[config.mk]
export PLATFORM = sky130hd
export DESIGN_NAME = otp_shadow_ctrl
export DESIGN_NICKNAME = d
export VERILOG_FILES = /design/src/rtl/otp_pkg.sv /design/src/rtl/otp_access_mask.sv /design/src/rtl/otp_burn_seq.sv /design/src/rtl/otp_bit_stream.sv /design/src/rtl/otp_field_map.sv /design/src/rtl/otp_shadow_ctrl.sv
export SDC_FILE = /design/constraint.sdc
export NUM_CORES = 1
export LEC_CHECK = 0
export ABC_AREA = 0
export BUFFER_PORTS_ARGS = -buffer_cell sky130_fd_sc_hd__buf_2
export CAP_MARGIN = 10
export CORE_MARGIN = 4
export CORE_UTILIZATION = 50
export DETAILED_ROUTE_END_ITERATION = 7
export PLACE_DENSITY_LB_ADDON = 0.08
export SLEW_MARGIN = 20
export SYNTH_ARGS = -nofsm -noshare
export SYNTH_HDL_FRONTEND = slang
export SYNTH_SLANG_ARGS = --single-unit
[constraint.sdc]
create_clock -name clk -period 2.85 [get_ports clk]
set_input_delay 0.1425 -clock clk [delete_from_list [all_inputs] [get_ports clk]]
set_output_delay 0.1425 -clock clk [all_outputs]
set_load 0.02 [all_outputs]
[src/rtl/otp_pkg.sv]
package otp_pkg;

  localparam int OTP_W     = 46;
  localparam int FACT_LSB  = 16;
  localparam int PROT_LSB  = 14;
  localparam int LOCK_POS  = 13;

  localparam int USER_W    = 12;
  localparam int HB_LSB    = 0;
  localparam int HB_W      = 6;
  localparam int OFS_POS   = 6;
  localparam int GAIN_LSB  = 7;
  localparam int GAIN_W    = 2;
  localparam int CMCOS_POS = 9;
  localparam int CMSIN_POS = 10;
  localparam int INV_POS   = 11;

  typedef enum logic [1:0] {
    OP_WRITE   = 2'd0,
    OP_PROGRAM = 2'd1,
    OP_READ    = 2'd2,
    OP_STREAM  = 2'd3
  } otp_op_e;

  typedef enum logic [2:0] {
    ST_LOAD,
    ST_IDLE,
    ST_BURN,
    ST_RELOAD,
    ST_REPLY,
    ST_STREAM
  } ctl_state_e;

endpackage

[src/rtl/otp_access_mask.sv]
module otp_access_mask #(
  parameter int W        = 46,
  parameter int PROT_LSB = 14,
  parameter int FACT_LSB = 16
) (
  input  logic         locked,
  output logic [W-1:0] allow
);

  for (genvar b = 0; b < W; b++) begin : g_bit
    if (b < PROT_LSB) begin : g_user
      assign allow[b] = 1'b1;
    end else if (b < FACT_LSB) begin : g_prot
      assign allow[b] = ~locked;
    end else begin : g_fact
      assign allow[b] = 1'b0;
    end
  end

endmodule

[src/rtl/otp_burn_seq.sv]
module otp_burn_seq #(
  parameter int W = 46,
  localparam int IW = $clog2(W)
) (
  input  logic          clk,
  input  logic          rst_n,
  input  logic          start,
  input  logic [W-1:0]  mask,
  output logic          pulse,
  output logic [IW-1:0] idx,
  output logic          last
);

  localparam logic [IW-1:0] TOP_IDX = IW'(W - 1);

  logic          active_q;
  logic [W-1:0]  mask_q;
  logic [IW-1:0] idx_q;

  always_ff @(posedge clk or negedge rst_n) begin
    if (!rst_n) begin
      active_q <= 1'b0;
      mask_q   <= '0;
      idx_q    <= '0;
    end else if (start) begin
      active_q <= 1'b1;
      mask_q   <= mask;
      idx_q    <= '0;
    end else if (active_q) begin
      if (idx_q == TOP_IDX) begin
        active_q <= 1'b0;
      end else begin
        idx_q <= idx_q + 1'b1;
      end
    end
  end

  assign pulse = active_q & mask_q[idx_q];
  assign idx   = idx_q;
  assign last  = active_q && (idx_q == TOP_IDX);

endmodule

[src/rtl/otp_bit_stream.sv]
module otp_bit_stream #(
  parameter int W = 46,
  localparam int IW = $clog2(W)
) (
  input  logic         clk,
  input  logic         rst_n,
  input  logic         start,
  input  logic [W-1:0] word,
  input  logic         ready,
  output logic         valid,
  output logic         bit_o,
  output logic         last,
  output logic         done
);

  logic          active_q;
  logic [W-1:0]  word_q;
  logic [IW-1:0] cnt_q;

  always_ff @(posedge clk or negedge rst_n) begin
    if (!rst_n) begin
      active_q <= 1'b0;
      word_q   <= '0;
      cnt_q    <= '0;
    end else if (start) begin
      active_q <= 1'b1;
      word_q   <= word;
      cnt_q    <= IW'(W - 1);
    end else if (active_q && ready) begin
      if (cnt_q == '0) begin
        active_q <= 1'b0;
      end else begin
        cnt_q <= cnt_q - 1'b1;
      end
    end
  end

  assign valid = active_q;
  assign bit_o = word_q[cnt_q];
  assign last  = active_q && (cnt_q == '0);
  assign done  = last && ready;

endmodule

[src/rtl/otp_field_map.sv]
module otp_field_map
  import otp_pkg::*;
#(
  parameter int UW = USER_W
) (
  input  logic [UW-1:0]     user,
  output logic [HB_W-1:0]   hall_bias,
  output logic              offset_hi,
  output logic [GAIN_W-1:0] pga_gain,
  output logic              cm_cos_en,
  output logic              cm_sin_en,
  output logic              chan_invert
);

  assign hall_bias   = user[HB_LSB +: HB_W];
  assign offset_hi   = user[OFS_POS];
  assign pga_gain    = user[GAIN_LSB +: GAIN_W];
  assign cm_cos_en   = user[CMCOS_POS];
  assign cm_sin_en   = user[CMSIN_POS];
  assign chan_invert = user[INV_POS];

endmodule

[src/rtl/otp_shadow_ctrl.sv]
module otp_shadow_ctrl
  import otp_pkg::*;
#(
  parameter int W         = OTP_W,
  parameter int FACT_BASE = FACT_LSB,
  parameter int PROT_BASE = PROT_LSB,
  parameter int LOCK_BIT  = LOCK_POS,
  localparam int IW = $clog2(W)
) (
  input  logic              clk,
  input  logic              rst_n,
  input  logic              cmd_valid,
  output logic              cmd_ready,
  input  logic [1:0]        cmd_op,
  input  logic [W-1:0]      cmd_wdata,
  output logic              rsp_valid,
  input  logic              rsp_ready,
  output logic [W-1:0]      rsp_data,
  output logic              rb_valid,
  input  logic              rb_ready,
  output logic              rb_bit,
  output logic              rb_last,
  output logic              busy,
  input  logic [W-1:0]      fuse_q,
  output logic              burn_pulse,
  output logic [IW-1:0]     burn_idx,
  output logic [HB_W-1:0]   hall_bias,
  output logic              offset_hi,
  output logic [GAIN_W-1:0] pga_gain,
  output logic              cm_cos_en,
  output logic              cm_sin_en,
  output logic              chan_invert
);

  ctl_state_e   st_q;
  logic [W-1:0] shadow_q;
  logic [W-1:0] reply_q;

  logic         accept;
  otp_op_e      op;
  logic         lock_fuse;
  logic         lock_prog;
  logic [W-1:0] allow_wr;
  logic [W-1:0] allow_pg;
  logic [W-1:0] burn_mask;
  logic         burn_start;
  logic         burn_last;
  logic         stream_start;
  logic         stream_done;

  assign cmd_ready = (st_q == ST_IDLE);
  assign busy      = (st_q != ST_IDLE);
  assign accept    = cmd_valid && cmd_ready;
  assign op        = otp_op_e'(cmd_op);

  // Lock for edits comes from the fuses; a program that sets the lock
  // also protects its neighbours within the same run.
  assign lock_fuse = fuse_q[LOCK_BIT];
  assign lock_prog = fuse_q[LOCK_BIT] | shadow_q[LOCK_BIT];

  otp_access_mask #(
    .W(W), .PROT_LSB(PROT_BASE), .FACT_LSB(FACT_BASE)
  ) u_mask_wr (
    .locked (lock_fuse),
    .allow  (allow_wr)
  );

  otp_access_mask #(
    .W(W), .PROT_LSB(PROT_BASE), .FACT_LSB(FACT_BASE)
  ) u_mask_pg (
    .locked (lock_prog),
    .allow  (allow_pg)
  );

  assign burn_mask    = shadow_q & ~fuse_q & allow_pg;
  assign burn_start   = accept && (op == OP_PROGRAM);
  assign stream_start = accept && (op == OP_STREAM);

  always_ff @(posedge clk or negedge rst_n) begin
    if (!rst_n) begin
      st_q     <= ST_LOAD;
      shadow_q <= '0;
      reply_q  <= '0;
    end else begin
      case (st_q)
        ST_LOAD: begin
          shadow_q <= fuse_q;
          st_q     <= ST_IDLE;
        end
        ST_IDLE: begin
          if (accept) begin
            case (op)
              OP_WRITE:   shadow_q <= (shadow_q & ~allow_wr) | (cmd_wdata & allow_wr);
              OP_PROGRAM: st_q <= ST_BURN;
              OP_READ: begin
                reply_q <= fuse_q;
                st_q    <= ST_REPLY;
              end
              default:    st_q <= ST_STREAM;
            endcase
          end
        end
        ST_BURN: begin
          if (burn_last) st_q <= ST_RELOAD;
        end
        ST_RELOAD: begin
          shadow_q <= fuse_q;
          st_q     <= ST_IDLE;
        end
        ST_REPLY: begin
          if (rsp_ready) st_q <= ST_IDLE;
        end
        ST_STREAM: begin
          if (stream_done) st_q <= ST_IDLE;
        end
        default: st_q <= ST_IDLE;
      endcase
    end
  end

  otp_burn_seq #(.W(W)) u_burn (
    .clk   (clk),
    .rst_n (rst_n),
    .start (burn_start),
    .mask  (burn_mask),
    .pulse (burn_pulse),
    .idx   (burn_idx),
    .last  (burn_last)
  );

  otp_bit_stream #(.W(W)) u_stream (
    .clk   (clk),
    .rst_n (rst_n),
    .start (stream_start),
    .word  (fuse_q),
    .ready (rb_ready),
    .valid (rb_valid),
    .bit_o (rb_bit),
    .last  (rb_last),
    .done  (stream_done)
  );

  assign rsp_valid = (st_q == ST_REPLY);
  assign rsp_data  = reply_q;

  otp_field_map u_fields (
    .user        (shadow_q[USER_W-1:0]),
    .hall_bias   (hall_bias),
    .offset_hi   (offset_hi),
    .pga_gain    (pga_gain),
    .cm_cos_en   (cm_cos_en),
    .cm_sin_en   (cm_sin_en),
    .chan_invert (chan_invert)
  );

endmodule

==> impl_metrics.prom, run 1 <==
# TYPE chip_impl_metric gauge
chip_impl_metric{name="placementRows",unit=""} 41
chip_impl_metric{name="p_per_area",unit="nW/um^2"} 557
chip_impl_metric{name="fraction_of_final_layout_cells_sized_beyond_drive_strength_1",unit="%"} 29.2
chip_impl_metric{name="finClkSkew",unit="ns"} 0.00505
chip_impl_metric{name="max_slew_headroom",unit="%"} 41.8
chip_impl_metric{name="port-buffer-count",unit=""} 139
chip_impl_metric{name="ys_warns",unit=""} 0
chip_impl_metric{name="antenna_found_initial",unit=""} 0
chip_impl_metric{name="worstMarginPinSlew",unit="ns"} 0.870
chip_impl_info{name="synth_top_flop_cell",value="dfrtp_1"} 1
chip_impl_metric{name="layout_worst_path_cycle_share",unit="%"} 89.8
chip_impl_info{name="critical_path.endpoint_type",value="primary output"} 1
chip_impl_metric{name="finalWirelength",unit="mm"} 15.3
chip_impl_metric{name="grt.total_usage",unit="%"} 21.6
chip_impl_metric{name="worst-endpoint-required",unit="ns"} 2.71
chip_impl_metric{name="vias",unit=""} 4970
chip_impl_metric{name="fmax",unit="MHz"} 391
chip_impl_metric{name="synth-edff-count",unit=""} 0
chip_impl_metric{name="post_synth.cell_area_avg",unit="sq um"} 10.7
chip_impl_metric{name="synth.cell_area",unit="sq um"} 6590
chip_impl_info{name="rsz0062_at_grt",value="no"} 1
chip_impl_metric{name="path_max_fanout",unit=""} 13
chip_impl_metric{name="num_io_pins",unit=""} 170
chip_impl_info{name="worstHoldPathType",value="in2reg"} 1
chip_impl_info{name="critical_path.cell_chain",value="buf_4 -> mux2i_1 -> a22o_1 -> a221oi_1 -> o2111ai_1 -> nand4_1 -> buf_2"} 1
chip_impl_metric{name="layoutNonFillerInstCount",unit=""} 967
chip_impl_info{name="crit_family",value="flip-flops"} 1
chip_impl_metric{name="die_w",unit="um"} 123
chip_impl_metric{name="floorplan.die.height",unit="um"} 123
chip_impl_info{name="synth.top_cells.by_count",value="nand2_1, dfrtp_1, mux2i_1"} 1
chip_impl_metric{name="dpl.hpwl",unit="mm"} 10.5
chip_impl_metric{name="worst_skew_late_latency",unit="ns"} 0.41
chip_impl_metric{name="antenna-diode-count",unit=""} 0
chip_impl_info{name="post-synth-top-count-cell",value="nand2_1"} 1
chip_impl_info{name="post_synth_main_area_contributors",value="dfrtp_1, nand2_1, mux2_4"} 1
chip_impl_info{name="timing.critical_path.from_type",value="flip-flop"} 1
chip_impl_metric{name="synth_cell_types",unit=""} 46
chip_impl_metric{name="synth_fp_nets",unit=""} 721
chip_impl_metric{name="gp_congestion",unit=""} 0.837
chip_impl_metric{name="setup_tns_after_final_layout",unit="ns"} 0
chip_impl_metric{name="drv_slew",unit=""} 0
chip_impl_info{name="outcome",value="completed"} 1
chip_impl_info{name="critical_path_class",value="reg2out"} 1
chip_impl_metric{name="1st_iter_drt_viols",unit=""} 317
chip_impl_metric{name="max_cap_viol_count",unit=""} 0
chip_impl_info{name="crit_path_top_delay_cell",value="dfrtp_1"} 1
chip_impl_info{name="startpoint",value="u_stream.cnt_q[1]"} 1
chip_impl_metric{name="fp.dieArea",unit="sq um"} 15100
chip_impl_metric{name="clock-sinks",unit=""} 141
chip_impl_metric{name="netlist.area_leader.share",unit="%"} 53.6
chip_impl_info{name="root_buffer",value="clkbuf_16"} 1
chip_impl_metric{name="dp_cells",unit=""} 897
chip_impl_metric{name="cts.reportedPaths.clkPinSlew",unit="ns"} 0.06
chip_impl_metric{name="finalSetupViolations",unit=""} 0
chip_impl_metric{name="drt_first_pass_iters",unit=""} 4
chip_impl_metric{name="ir_drop",unit="mV"} 0.344
chip_impl_metric{name="final_net_count",unit=""} 895
chip_impl_metric{name="route.detailed.vias_per_inst",unit=""} 5.14
chip_impl_metric{name="grt_pass1_vias",unit=""} 5124
chip_impl_metric{name="remaining_drc_errors",unit=""} 0
chip_impl_metric{name="coreArea",unit="sq um"} 12800
chip_impl_metric{name="postSynth.asyncResetShare",unit="%"} 100
chip_impl_metric{name="synthCells",unit=""} 613
chip_impl_metric{name="crit_path_max_incr_delay",unit="ns"} 0.68
chip_impl_metric{name="final-hold-violation-count",unit=""} 0
chip_impl_metric{name="post_cts_resize_count",unit=""} 0
chip_impl_info{name="holdCritStartpoint",value="fuse_q[15]"} 1
chip_impl_metric{name="path_buf_inv",unit=""} 2
chip_impl_info{name="tritoncts_clock_tree",value="yes"} 1
chip_impl_metric{name="post-route-min-period",unit="ns"} 2.56
chip_impl_metric{name="total_leakage_power",unit="nW"} 4.44
chip_impl_metric{name="cts_inserted_buffers",unit=""} 17
chip_impl_info{name="r2r_start",value="u_stream.cnt_q[1]"} 1
chip_impl_metric{name="register_area_share_after_synthesis",unit="%"} 53.6
chip_impl_metric{name="cts.repair_timing.setup_buffer_count",unit=""} 0
chip_impl_metric{name="area_delta_synth_final",unit="%"} 26.6
chip_impl_metric{name="globalRoute.totalOverflow",unit=""} 0
chip_impl_metric{name="synth-seq-cells",unit=""} 141
chip_impl_info{name="yosys_top_cell_by_area",value="dfrtp_1"} 1
chip_impl_metric{name="post_drt_wl_per_cell",unit="um"} 15.8
chip_impl_metric{name="first_pass_grt_wire_length",unit="mm"} 25.2
chip_impl_metric{name="final_ant_viol_nets",unit=""} 0
chip_impl_metric{name="htreeDepth",unit=""} 4
chip_impl_metric{name="clock_tree.buffer_depth",unit=""} 2
chip_impl_metric{name="initial_core_util",unit="%"} 51.6
chip_impl_metric{name="critPathArrivalTime",unit="ns"} 2.42
chip_impl_metric{name="largest_net_degree_at_the_start_of_global_routing",unit=""} 84
-- per-layer routing --
layer	up-vias	GRT usage (%)	part of all wire, %
met5	-	0	0
met2	133	34.0	48
li1	2411	-	-
met1	2404	29.2	46
met4	0	9.17	1.8
met3	22	4.70	5.1
-- worst paths after layout --
path                                       endpoint  slack [ns]  cells past startpoint
min in group asynchronous                   st_q[0]        0.36                      2
worst min register to register    u_burn.mask_q[12]        0.47                      2
worst max register to register    u_stream.cnt_q[3]        0.74                      6
worst max-delay path                         rb_bit        0.29                      7
max in group asynchronous              rsp_data[39]        1.73                      3
worst min-delay path            u_stream.word_q[15]        0.03                      3
-- state kept, by name, summed over array words and instances, names as in the netlist, named ones only --
register and count:
shadow_q 14, u_burn.active_q 1, u_stream.word_q 46, u_burn.mask_q 16, st_q 3, rsp_data 46, u_stream.cnt_q 6, u_stream.valid 1
u_burn.idx 6
-- cells in the final DEF (no fill, tap or decap), types with 2 or more instances in the layout --
| master | instances |
|---|---|
| nand2_1 | 185 |
| dfrtp_1 | 141 |
| buf_2 | 138 |
| dlygate4sd3_1 | 43 |
| mux2i_1 | 36 |
| nor2_1 | 32 |
| mux2_4 | 28 |
| mux2_2 | 19 |
| a21oi_1 | 17 |
| clkbuf_16 | 17 |
| nand3b_1 | 14 |
| inv_1 | 10 |
| ha_1 | 9 |
| buf_4 | 9 |
| clkbuf_8 | 7 |
| nand4_1 | 6 |
| o21ai_0 | 6 |
| a22o_1 | 6 |
| xnor2_1 | 6 |
| nand2b_1 | 4 |
| nand3_1 | 4 |
| nor2b_1 | 4 |
| a22oi_1 | 4 |
| and3_1 | 4 |
| xor2_1 | 4 |
| mux4_2 | 3 |
| a2111oi_0 | 3 |
| a31oi_1 | 3 |
| o221ai_1 | 2 |
| and2_1 | 2 |
| a221oi_1 | 2 |
| nand3_2 | 2 |
| o31ai_1 | 2 |
| nand4b_1 | 2 |
| a21o_1 | 2 |
| clkbuf_1 | 2 |
-- where the power goes --
part	leakage, nW	internal, mW	switching, mW
Clock	0.266	1.25	0.758
Sequential	1.87	2.07	0.0484
Combinational	2.31	0.232	0.288
-- metrics by stage --
stage	utilization, %	power (mW)	area, sq um	hold slack (ns)	setup slack (ns)
after floorplan	-	2.44	6590	-0.153	0.467
after global placement	57.8	2.62	7380	0.242	0.757
after detailed placement	57.8	2.63	7380	0.254	0.699
after CTS	65.3	4.70	8340	0.000137	0.253
after global routing	65.3	4.84	8340	0.0148	0.0105
final	65.3	4.65	8340	0.0284	0.292
-- kinds of logic (layout without fill, tap and decap cells) --
logic type | count (synthesis) | in the layout | synth area share [%]
muxes | 86 | 86 | 16.1
xor gates and xnor gates | 10 | 10 | 1.33
adders and majority gates | 9 | 9 | 1.71
and+or+nand+nor | 266 | 266 | 17.7
AOI/OAI and AO/OA | 53 | 53 | 5.37
buffers and inverters | 48 | 230 | 4.23
DFF | 141 | 141 | 53.6
-- tightest hold or removal path, delay by kind of cell --
family / cells / cell delay (ns)
AND/OR/NAND/NOR: 2 / 0.10
buffers and inverters: 1 / 0.14
-- timing repair --
item	CTS	global route
setup endpoints to repair	0	0
endpoints found under the hold margin	154	0
hold buffers	43	0
-- area by class of cell --
cell class	count	area [sq um]
fill	1012	4430
sequential	141	3530
multi-input combinational	424	2800
timing repair buffer	192	1220
clock buffer	26	529
tap	172	215
inverter	11	43.8
clock inverter	1	5.00
Power figures use the tool's default switching activity.
==> run 2: changes to the inputs <==
--- a/config.mk
+++ b/config.mk
@@ -9,7 +9,7 @@
 export BUFFER_PORTS_ARGS = -buffer_cell sky130_fd_sc_hd__buf_2
 export CAP_MARGIN = 10
 export CORE_MARGIN = 4
-export CORE_UTILIZATION = 50
+export CORE_UTILIZATION = 53
 export DETAILED_ROUTE_END_ITERATION = 7
 export PLACE_DENSITY_LB_ADDON = 0.08
 export SLEW_MARGIN = 20
==> impl_metrics.prom, run 2 (synthesis gave the netlist of run 1 again) <==
# TYPE chip_impl_metric gauge
chip_impl_metric{name="num_io_pins",unit=""} 170
chip_impl_metric{name="drt_first_pass_iters",unit=""} 4
chip_impl_info{name="final_cell_mix",value="nand2_1, dfrtp_1, buf_2"} 1
chip_impl_metric{name="largest_net_degree_at_the_start_of_global_routing",unit=""} 120
chip_impl_metric{name="cts_inserted_buffers",unit=""} 17
chip_impl_metric{name="finClkSkew",unit="ns"} 0.0105
chip_impl_metric{name="hold_path_stages",unit=""} 3
chip_impl_metric{name="port-buffer-count",unit=""} 139
chip_impl_info{name="tritoncts_clock_tree",value="yes"} 1
chip_impl_metric{name="final_net_count",unit=""} 898
chip_impl_metric{name="antenna-diode-count",unit=""} 0
chip_impl_metric{name="r2r_cells",unit=""} 6
chip_impl_metric{name="route.detailed.vias_per_inst",unit=""} 5.16
chip_impl_metric{name="dpl.hpwl",unit="mm"} 9.82
chip_impl_metric{name="fp.dieArea",unit="sq um"} 14300
chip_impl_metric{name="p_per_area",unit="nW/um^2"} 564
chip_impl_metric{name="htreeDepth",unit=""} 4
chip_impl_metric{name="worst_skew_late_latency",unit="ns"} 0.42
chip_impl_metric{name="detailedPlace.worstSlack",unit="ns"} 0.547
chip_impl_metric{name="layout_worst_path_cycle_share",unit="%"} 92.6
chip_impl_metric{name="remaining_drc_errors",unit=""} 0
chip_impl_info{name="critical_path_class",value="reg2out"} 1
chip_impl_metric{name="grt_pass1_vias",unit=""} 5175
chip_impl_metric{name="first_pass_grt_wire_length",unit="mm"} 25.1
chip_impl_metric{name="max_cap_viol_count",unit=""} 0
chip_impl_metric{name="worstMarginPinSlew",unit="ns"} 0.937
chip_impl_info{name="rsz0062_at_grt",value="no"} 1
chip_impl_metric{name="gp_congestion",unit=""} 0.842
chip_impl_metric{name="die_w",unit="um"} 119
chip_impl_metric{name="post-route-worst-setup-slack",unit="ns"} 0.212
chip_impl_metric{name="clock-sinks",unit=""} 141
chip_impl_metric{name="area_delta_synth_final",unit="%"} 27.6
chip_impl_metric{name="total_leakage_power",unit="nW"} 4.47
chip_impl_info{name="final_common_cell",value="nand2_1"} 1
chip_impl_metric{name="finalWirelength",unit="mm"} 14.7
chip_impl_metric{name="post_drt_wl_per_cell",unit="um"} 15.1
chip_impl_metric{name="setup_tns_after_final_layout",unit="ns"} 0
chip_impl_metric{name="path_max_fanout",unit=""} 12
chip_impl_metric{name="regToRegSetupSlack",unit="ns"} 0.53
chip_impl_metric{name="coreArea",unit="sq um"} 12100
chip_impl_info{name="r2r_start",value="st_q[1]"} 1
chip_impl_metric{name="placed_area",unit="sq um"} 7360
chip_impl_metric{name="drv_slew",unit=""} 0
chip_impl_metric{name="grt.total_usage",unit="%"} 22.0
chip_impl_metric{name="worst-endpoint-required",unit="ns"} 2.71
chip_impl_metric{name="finish.instance_area",unit="sq um"} 8400
chip_impl_info{name="holdCritStartpoint",value="cmd_wdata[0]"} 1
chip_impl_metric{name="floorplan.die.height",unit="um"} 119
chip_impl_info{name="critical_path.endpoint_type",value="primary output"} 1
chip_impl_info{name="worstHoldPathType",value="in2reg"} 1
chip_impl_metric{name="cts.reportedPaths.clkPinSlew",unit="ns"} 0.06
chip_impl_metric{name="max_slew_headroom",unit="%"} 37.6
chip_impl_metric{name="vias",unit=""} 5006
chip_impl_metric{name="finalHoldWorstSlack",unit="ns"} 0.0158
chip_impl_info{name="outcome",value="completed"} 1
chip_impl_metric{name="antenna_found_initial",unit=""} 0
chip_impl_metric{name="finalSetupViolations",unit=""} 0
chip_impl_metric{name="post-route-min-period",unit="ns"} 2.64
chip_impl_info{name="reg2reg_to",value="rsp_data[26]"} 1
chip_impl_metric{name="1st_iter_drt_viols",unit=""} 319
chip_impl_metric{name="hold_buffer_count_at_cts",unit=""} 47
chip_impl_metric{name="fraction_of_final_layout_cells_sized_beyond_drive_strength_1",unit="%"} 29.5
chip_impl_metric{name="critPathArrivalTime",unit="ns"} 2.50
chip_impl_metric{name="final_ant_viol_nets",unit=""} 0
chip_impl_metric{name="placementRows",unit=""} 40
chip_impl_metric{name="initial_core_util",unit="%"} 54.4
chip_impl_metric{name="ir_drop",unit="mV"} 0.384
chip_impl_metric{name="clock_tree.buffer_depth",unit=""} 2
chip_impl_info{name="root_buffer",value="clkbuf_16"} 1
chip_impl_metric{name="fmax",unit="MHz"} 379
chip_impl_metric{name="cts.repair_timing.setup_buffer_count",unit=""} 0
chip_impl_metric{name="final-hold-violation-count",unit=""} 0
chip_impl_info{name="timing.critical_path.from_type",value="flip-flop"} 1
chip_impl_metric{name="post_cts_resize_count",unit=""} 0
chip_impl_info{name="hold_end",value="shadow_q[0]"} 1
chip_impl_metric{name="globalRoute.totalOverflow",unit=""} 0
==> run 2: how the worst max path moves through the flow <==
stage,startpoint,endpoint,slack (ns),cells after the start
floorplan,u_burn.idx[2],burn_pulse,0.47,5
global placement,st_q[1],rsp_data[26],0.60,6
detailed placement,st_q[1],rsp_data[26],0.55,6
CTS,u_burn.idx[0],burn_pulse,0.19,5
global route,u_burn.idx[0],burn_pulse,0.009,5
finish,u_burn.idx[0],burn_pulse,0.21,5
==> run 2: final cells by class <==
type	instances	area [sq um]
clock buffer	19	443
tap	168	210
multi-input combinational	424	2800
clock inverter	13	124
sequential	141	3530
inverter	11	43.8
timing repair buffer	195	1250
fill	974	3710
==> run 2: power by group <==
part           total, mW  leakage [nW]  internal, mW  switching, mW
Combinational      0.517          2.32         0.234          0.283
Clock               2.11         0.282          1.30          0.810
Sequential          2.12          1.87          2.07         0.0485
==> run 2: worst max-delay path: stages, from the launching register on <==
cell and delay (ns):
dfrtp_1 0.71, mux2i_1 0.20, o221ai_1 0.26, o22ai_1 0.13
a2111oi_0 0.51, buf_2 0.26
==> run 2: layer usage <==
layer  GRT usage [%]  part of all wire [%]
met1            29.8                    46
met2            35.2                    48
met3            5.14                   5.5
met4            7.23                   1.3
met5               0                     0
==> run 2: through the flow <==
stage | util (%) | std cells | total power [mW]
after floorplan | - | 613 | 2.44
after global placement | 60.8 | 892 | 2.61
after detailed placement | 60.8 | 892 | 2.62
after CTS | 69.4 | 971 | 4.80
after global routing | 69.4 | 971 | 4.96
final | 69.4 | 971 | 4.74
